[src/rtl/dcu_pkg.sv]
package dcu_pkg;
  localparam int STAT_W     = 4;
  localparam int SEL_W      = 32;
  localparam int MASK_LSB   = 16;
  localparam int POL_W      = 2;
  localparam int CMD_W      = 16;
  localparam int ADDR_W     = 32;
  localparam int DESC_BYTES = 16;
  localparam int N_LANES    = 3;

  typedef enum logic [POL_W-1:0] {
    POL_NEVER  = 2'd0,
    POL_IF_HIT = 2'd1,
    POL_IF_MISS= 2'd2,
    POL_ALWAYS = 2'd3
  } policy_e;

  // lane order: 0 interrupt, 1 wait, 2 branch
  localparam int LANE_INTR = 0;
  localparam int LANE_WAIT = 1;
  localparam int LANE_BR   = 2;

  function automatic int lane_field_lsb(input int lane);
    case (lane)
      LANE_INTR: return 4;
      LANE_BR:   return 2;
      default:   return 0;
    endcase
  endfunction

  function automatic logic masked_hit(input logic [STAT_W-1:0] stat,
                                      input logic [STAT_W-1:0] mask,
                                      input logic [STAT_W-1:0] value);
    return ((stat & mask) == (value & mask));
  endfunction

  function automatic logic apply_policy(input policy_e pol, input logic hit);
    case (pol)
      POL_NEVER:   return 1'b0;
      POL_IF_HIT:  return hit;
      POL_IF_MISS: return ~hit;
      default:     return 1'b1;
    endcase
  endfunction
endpackage

[src/rtl/dcu_sel_match.sv]
module dcu_sel_match
  import dcu_pkg::*;
#(
  parameter int W = STAT_W
) (
  input  logic [W-1:0] stat_i,
  input  logic [W-1:0] mask_i,
  input  logic [W-1:0] value_i,
  output logic         hit_o
);
  assign hit_o = masked_hit(stat_i, mask_i, value_i);
endmodule

[src/rtl/dcu_policy.sv]
module dcu_policy
  import dcu_pkg::*;
(
  input  logic [POL_W-1:0] pol_i,
  input  logic             hit_i,
  output logic             fire_o
);
  policy_e pol;
  assign pol    = policy_e'(pol_i);
  assign fire_o = apply_policy(pol, hit_i);
endmodule

[src/rtl/dcu_next_ptr.sv]
module dcu_next_ptr
  import dcu_pkg::*;
#(
  parameter int AW   = ADDR_W,
  parameter int STEP = DESC_BYTES
) (
  input  logic          clk,
  input  logic          rst_n,
  input  logic          eval_i,
  input  logic          take_i,
  input  logic [AW-1:0] cur_i,
  input  logic [AW-1:0] target_i,
  output logic [AW-1:0] next_o
);
  logic [AW-1:0] seq_addr;
  assign seq_addr = cur_i + AW'(STEP);

  always_ff @(posedge clk) begin
    if (!rst_n)      next_o <= '0;
    else if (eval_i) next_o <= take_i ? target_i : seq_addr;
  end


  seq_step_chk: assert property (@(posedge clk) disable iff (!rst_n)
    eval_i && !take_i |=> next_o == $past(cur_i) + AW'(STEP));

  next_hold_chk: assert property (@(posedge clk) disable iff (!rst_n)
    !eval_i |=> $stable(next_o));
endmodule

[src/rtl/desc_cond_unit.sv]
module desc_cond_unit
  import dcu_pkg::*;
(
  input  logic              clk,
  input  logic              rst_n,
  input  logic              eval_i,
  input  logic [CMD_W-1:0]  cmd_i,
  input  logic [STAT_W-1:0] dev_stat_i,
  input  logic [SEL_W-1:0]  intr_sel_i,
  input  logic [SEL_W-1:0]  wait_sel_i,
  input  logic [SEL_W-1:0]  br_sel_i,
  input  logic [ADDR_W-1:0] cur_ptr_i,
  input  logic [ADDR_W-1:0] br_target_i,
  input  logic              irq_clear_i,
  output logic              irq_o,
  output logic              wait_o,
  output logic              branch_o,
  output logic [ADDR_W-1:0] next_ptr_o
);
  logic [SEL_W-1:0] sel_arr [N_LANES];
  logic [N_LANES-1:0] lane_hit;
  logic [N_LANES-1:0] lane_fire;
  logic [POL_W-1:0]   lane_pol [N_LANES];

  assign sel_arr[LANE_INTR] = intr_sel_i;
  assign sel_arr[LANE_WAIT] = wait_sel_i;
  assign sel_arr[LANE_BR]   = br_sel_i;

  for (genvar g = 0; g < N_LANES; g++) begin : g_lane
    localparam int FLSB = lane_field_lsb(g);
    assign lane_pol[g] = cmd_i[FLSB +: POL_W];
    dcu_sel_match #(.W(STAT_W)) u_match (
      .stat_i (dev_stat_i),
      .mask_i (sel_arr[g][MASK_LSB +: STAT_W]),
      .value_i(sel_arr[g][0 +: STAT_W]),
      .hit_o  (lane_hit[g])
    );
    dcu_policy u_pol (
      .pol_i (lane_pol[g]),
      .hit_i (lane_hit[g]),
      .fire_o(lane_fire[g])
    );
  end

  // named events for checking
  logic irq_set_ev, irq_clr_ev;
  assign irq_set_ev = eval_i & lane_fire[LANE_INTR];
  assign irq_clr_ev = irq_clear_i & ~irq_set_ev;

  always_ff @(posedge clk) begin
    if (!rst_n) begin
      irq_o    <= 1'b0;
      wait_o   <= 1'b0;
      branch_o <= 1'b0;
    end else begin
      if (irq_set_ev)      irq_o <= 1'b1;
      else if (irq_clr_ev) irq_o <= 1'b0;
      if (eval_i) begin
        wait_o   <= lane_fire[LANE_WAIT];
        branch_o <= lane_fire[LANE_BR];
      end
    end
  end

  dcu_next_ptr #(.AW(ADDR_W), .STEP(DESC_BYTES)) u_next (
    .clk     (clk),
    .rst_n   (rst_n),
    .eval_i  (eval_i),
    .take_i  (lane_fire[LANE_BR]),
    .cur_i   (cur_ptr_i),
    .target_i(br_target_i),
    .next_o  (next_ptr_o)
  );

  logic unused_bits;
  assign unused_bits = ^{cmd_i[CMD_W-1:6], intr_sel_i[SEL_W-1:MASK_LSB+STAT_W],
                         intr_sel_i[MASK_LSB-1:STAT_W], wait_sel_i[SEL_W-1:MASK_LSB+STAT_W],
                         wait_sel_i[MASK_LSB-1:STAT_W], br_sel_i[SEL_W-1:MASK_LSB+STAT_W],
                         br_sel_i[MASK_LSB-1:STAT_W]};


  flags_hold_chk: assert property (@(posedge clk) disable iff (!rst_n)
    !eval_i |=> $stable(wait_o) && $stable(branch_o));

  irq_sticky_chk: assert property (@(posedge clk) disable iff (!rst_n)
    irq_o && !irq_clear_i |=> irq_o);

  irq_clear_chk: assert property (@(posedge clk) disable iff (!rst_n)
    irq_clr_ev |=> !irq_o);

  never_branch_chk: assert property (@(posedge clk) disable iff (!rst_n)
    eval_i && cmd_i[3:2] == 2'd0 |=> !branch_o);

  always_wait_chk: assert property (@(posedge clk) disable iff (!rst_n)
    eval_i && cmd_i[1:0] == 2'd3 |=> wait_o);
endmodule

[config.mk]
export PLATFORM = sky130hd
export DESIGN_NAME = desc_cond_unit
export DESIGN_NICKNAME = d
export VERILOG_FILES = /design/src/rtl/dcu_pkg.sv /design/src/rtl/dcu_sel_match.sv /design/src/rtl/dcu_policy.sv /design/src/rtl/dcu_next_ptr.sv /design/src/rtl/desc_cond_unit.sv
export SDC_FILE = /design/constraint.sdc
export NUM_CORES = 1
export LEC_CHECK = 0
export ABC_CLOCK_PERIOD_IN_PS = 2650
export CAP_MARGIN = 15
export CORE_ASPECT_RATIO = 0.6
export CORE_MARGIN = 5
export CORE_UTILIZATION = 31
export DETAILED_ROUTE_END_ITERATION = 10
export PLACE_DENSITY = 0.9
export SLEW_MARGIN = 10
export SYNTH_ARGS = -nofsm -noshare
export SYNTH_HDL_FRONTEND = slang
export SYNTH_SLANG_ARGS = --single-unit
[constraint.sdc]
create_clock -name clk -period 2.65 [get_ports clk]
set_input_delay 0.53 -clock clk [delete_from_list [all_inputs] [get_ports clk]]
set_output_delay 0.53 -clock clk [all_outputs]
set_load 0.005 [all_outputs]
==> reports/metrics.cfg <==
[cells_and_area]
final_util_pct=59.9
final_area_um2=4350
final_cell_mix=clkdlybuf4s50_1, buf_4, dfxtp_1
n_antenna_cell=0
layout_commonest_cell=clkdlybuf4s50_1
area_delta_synth_final_pct=87.2
area.sequential_um2=701
drive_above_1_share_pct=15.9
fill_cells=670
finalNetCount=644
multi_input_area_um2=1580

[routing]
drtAntennaViolNets=0
drt_wl_total_um=9800
drt-wirelength-per-cell_um=17.4
via_per_inst=5.32
drcViolationCount=0
vias=2998
drtIter0Drc=150
dr.pass1.iters=7

[floorplanning]
pin_count=219
start_util_pct=32.0
dieArea_um2=9380
die_y_um=77.1
rows=24
die_w_um=122
placeableCoreArea_um2=7270

[synth]
synth_fp_nets=471
ys_async_sr_fraction_pct=0
postSynthCellCount=286
synth-edff-count=0
yosys_warnings=0
yosysSeqAreaShare_pct=30.2
syn_avg_cell_area_um2=8.12
ys_types=45
netlist.area_leader.share_pct=30.2
syn-cell-area_um2=2320
synth-seq-cells=35
ys.flop_type=dfxtp_1
synth_area_leaders=dfxtp_1, xor2_1, xnor2_1
synth_top_cell_by_area=dfxtp_1

[clock_network]
cts-htree-levels=2
cts_num_sinks=35
post-cts-setup-buffer-count=0
cts_buffer_depth=2
cts_tree=yes
clock_latency_ns=0.28
path_clk_slew_ns=0.06
numCtsBuffers=5
cts-root-buf=clkbuf_16

[critical_path]
cp.depth=8
r2r-start=u_next.next_o[25]
path_buf_inv=3
worstPathRequired_ns=2.82
reg2reg_setup_slack_ns=1.73
critPathKind=input pin to flip-flop
cpPeakStageDelay_ns=0.57
critical-path-top-delay-family=buffers and inverters
crit_chain=clkdlybuf4s50_1 > nand4_1 > or4_4 > buf_4 > buf_4 > o21ai_0 > a2111oi_2 > a311o_2
cp_slowest_cell=or4_4
worstPathArrival_ns=2.79
critPathMaxFanout=5
endpoint_kind=flip-flop
path_common_cell=buf_4
reg2reg_depth=2
critPathLaunchType=input pin
rr_endpoint=u_next.next_o[25]

[placed_design]
portBuffers=136
gp_congestion=0.860
dpl_cell_area_um2=4150
place_hpwl_um=8010

[outcome]
status=completed

[flow_run]
drv_cap=0

[global_routing]
grt_pass1_vias=3052
grt.total_usage_pct=20.5
grt_pass1_wl_um=15500
antenna_found_initial=0
grt_max_degree=26
gr-total-overflow=0

[min_path]
hold_path.startpoint=u_next.next_o[29]
hp-class=flip-flop to flip-flop
worstHoldPathCells=2
whs_endpoint=u_next.next_o[29]

[timing]
tightest_slew_ns=0.530
whs_ns=0.469
clock_skew_ns=0
final.min_clock_period_ns=2.63
hold_violations=0
period_share_pct=99.1
relSlewSlack_pct=64.6
setup_viol=0
report.final.slew_viol_count=0
rsz0062_at_grt=false
max_freq_mhz=381

[power_and_ir_drop]
powerDensity_nw_per_um2=407
ir_drop_mv=0.224
leakage_uw=0.00157

-- where the power goes --
group	internal [uW]	switching, uW
clock network	347	230
logic	351	240
registers	577	24.1
-- per-stage QoR --
stage | setup WS [ns] | std cells | total power (uW) | TNS [ns]
after global placement | -0.385 | 556 | 1170 | -2.97
final | 0.0228 | 564 | 1770 | 0
after floorplan | 0.410 | 286 | 796 | 0
after detailed placement | -0.408 | 556 | 1190 | -3.36
after global routing | 0.00182 | 564 | 1860 | 0
after CTS | 0.0117 | 564 | 1780 | 0
-- worst max path at each step --
stage / end / start / slack [ns]
3_3_place_gp: u_next.next_o[20] / cur_ptr_i[12] / -0.38
3_5_place_dp: u_next.next_o[20] / cur_ptr_i[12] / -0.41
6_report: u_next.next_o[25] / cur_ptr_i[14] / 0.02
5_1_grt: u_next.next_o[25] / cur_ptr_i[14] / 0.002
4_1_cts: u_next.next_o[25] / cur_ptr_i[13] / 0.01
2_1_floorplan: u_next.next_o[25] / cur_ptr_i[11] / 0.41
-- per-layer routing --
layer	vias to the layer above	global-route usage, %	part of all wire (%)
li1	1459	-	-
met1	1429	26.6	45
met2	100	33.5	47
met3	10	6.03	6.6
met4	0	4.70	1.1
met5	-	0	0
-- worst min-delay path, stage by stage, from the launching register on --
cell	delay, ns
dfxtp_1	0.32
nand2_1	0.05
o221ai_1	0.06
-- timing repair --
action,in CTS,in global routing
pin swaps,0,2
setup endpoints to repair,6,6
resized for setup,11,7
hold buffers,0,0
-- layout make-up --
| cell class | count | share of cell area [%] |
|---|---|---|
| timing repair buffer | 188 | 40.9 |
| tap | 104 | 2.99 |
| sequential | 35 | 16.1 |
| clock buffer | 6 | 2.96 |
| clock inverter | 2 | 0.288 |
| multi-input combinational | 224 | 36.4 |
| inverter | 5 | 0.431 |
-- cell usage after synthesis, drive strengths merged, types with 5 or more instances --
| cell type | count |
|---|---|
| dfxtp | 35 |
| nand2 | 24 |
| clkbuf | 20 |
| nand3 | 19 |
| o21ai | 19 |
| xor2 | 18 |
| nand4 | 11 |
| nor4 | 11 |
| xnor2 | 11 |
| and2 | 9 |
| nand3b | 9 |
| a311o | 8 |
| o2111ai | 8 |
| o211ai | 8 |
| nor2 | 7 |
| a31oi | 6 |
| or3 | 6 |
| a2111oi | 5 |
| inv | 5 |
| o311ai | 5 |
-- cell families after synthesis --
group	synth area share, %
buffers and inverters	4.42
AO/OA/AOI/OAI	26.6
XOR/XNOR	10.9
adder cells (fa/ha/maj)	0.538
flip-flops	30.2
multiplexers	0.431
AND/OR/NAND/NOR	26.9
-- flip-flops by register name (all words and copies together), names as in the netlist --
register,count
wait_o,1
u_next.next_o,32
branch_o,1
irq_o,1
No activity file was read; power rests on OpenSTA's default activity.
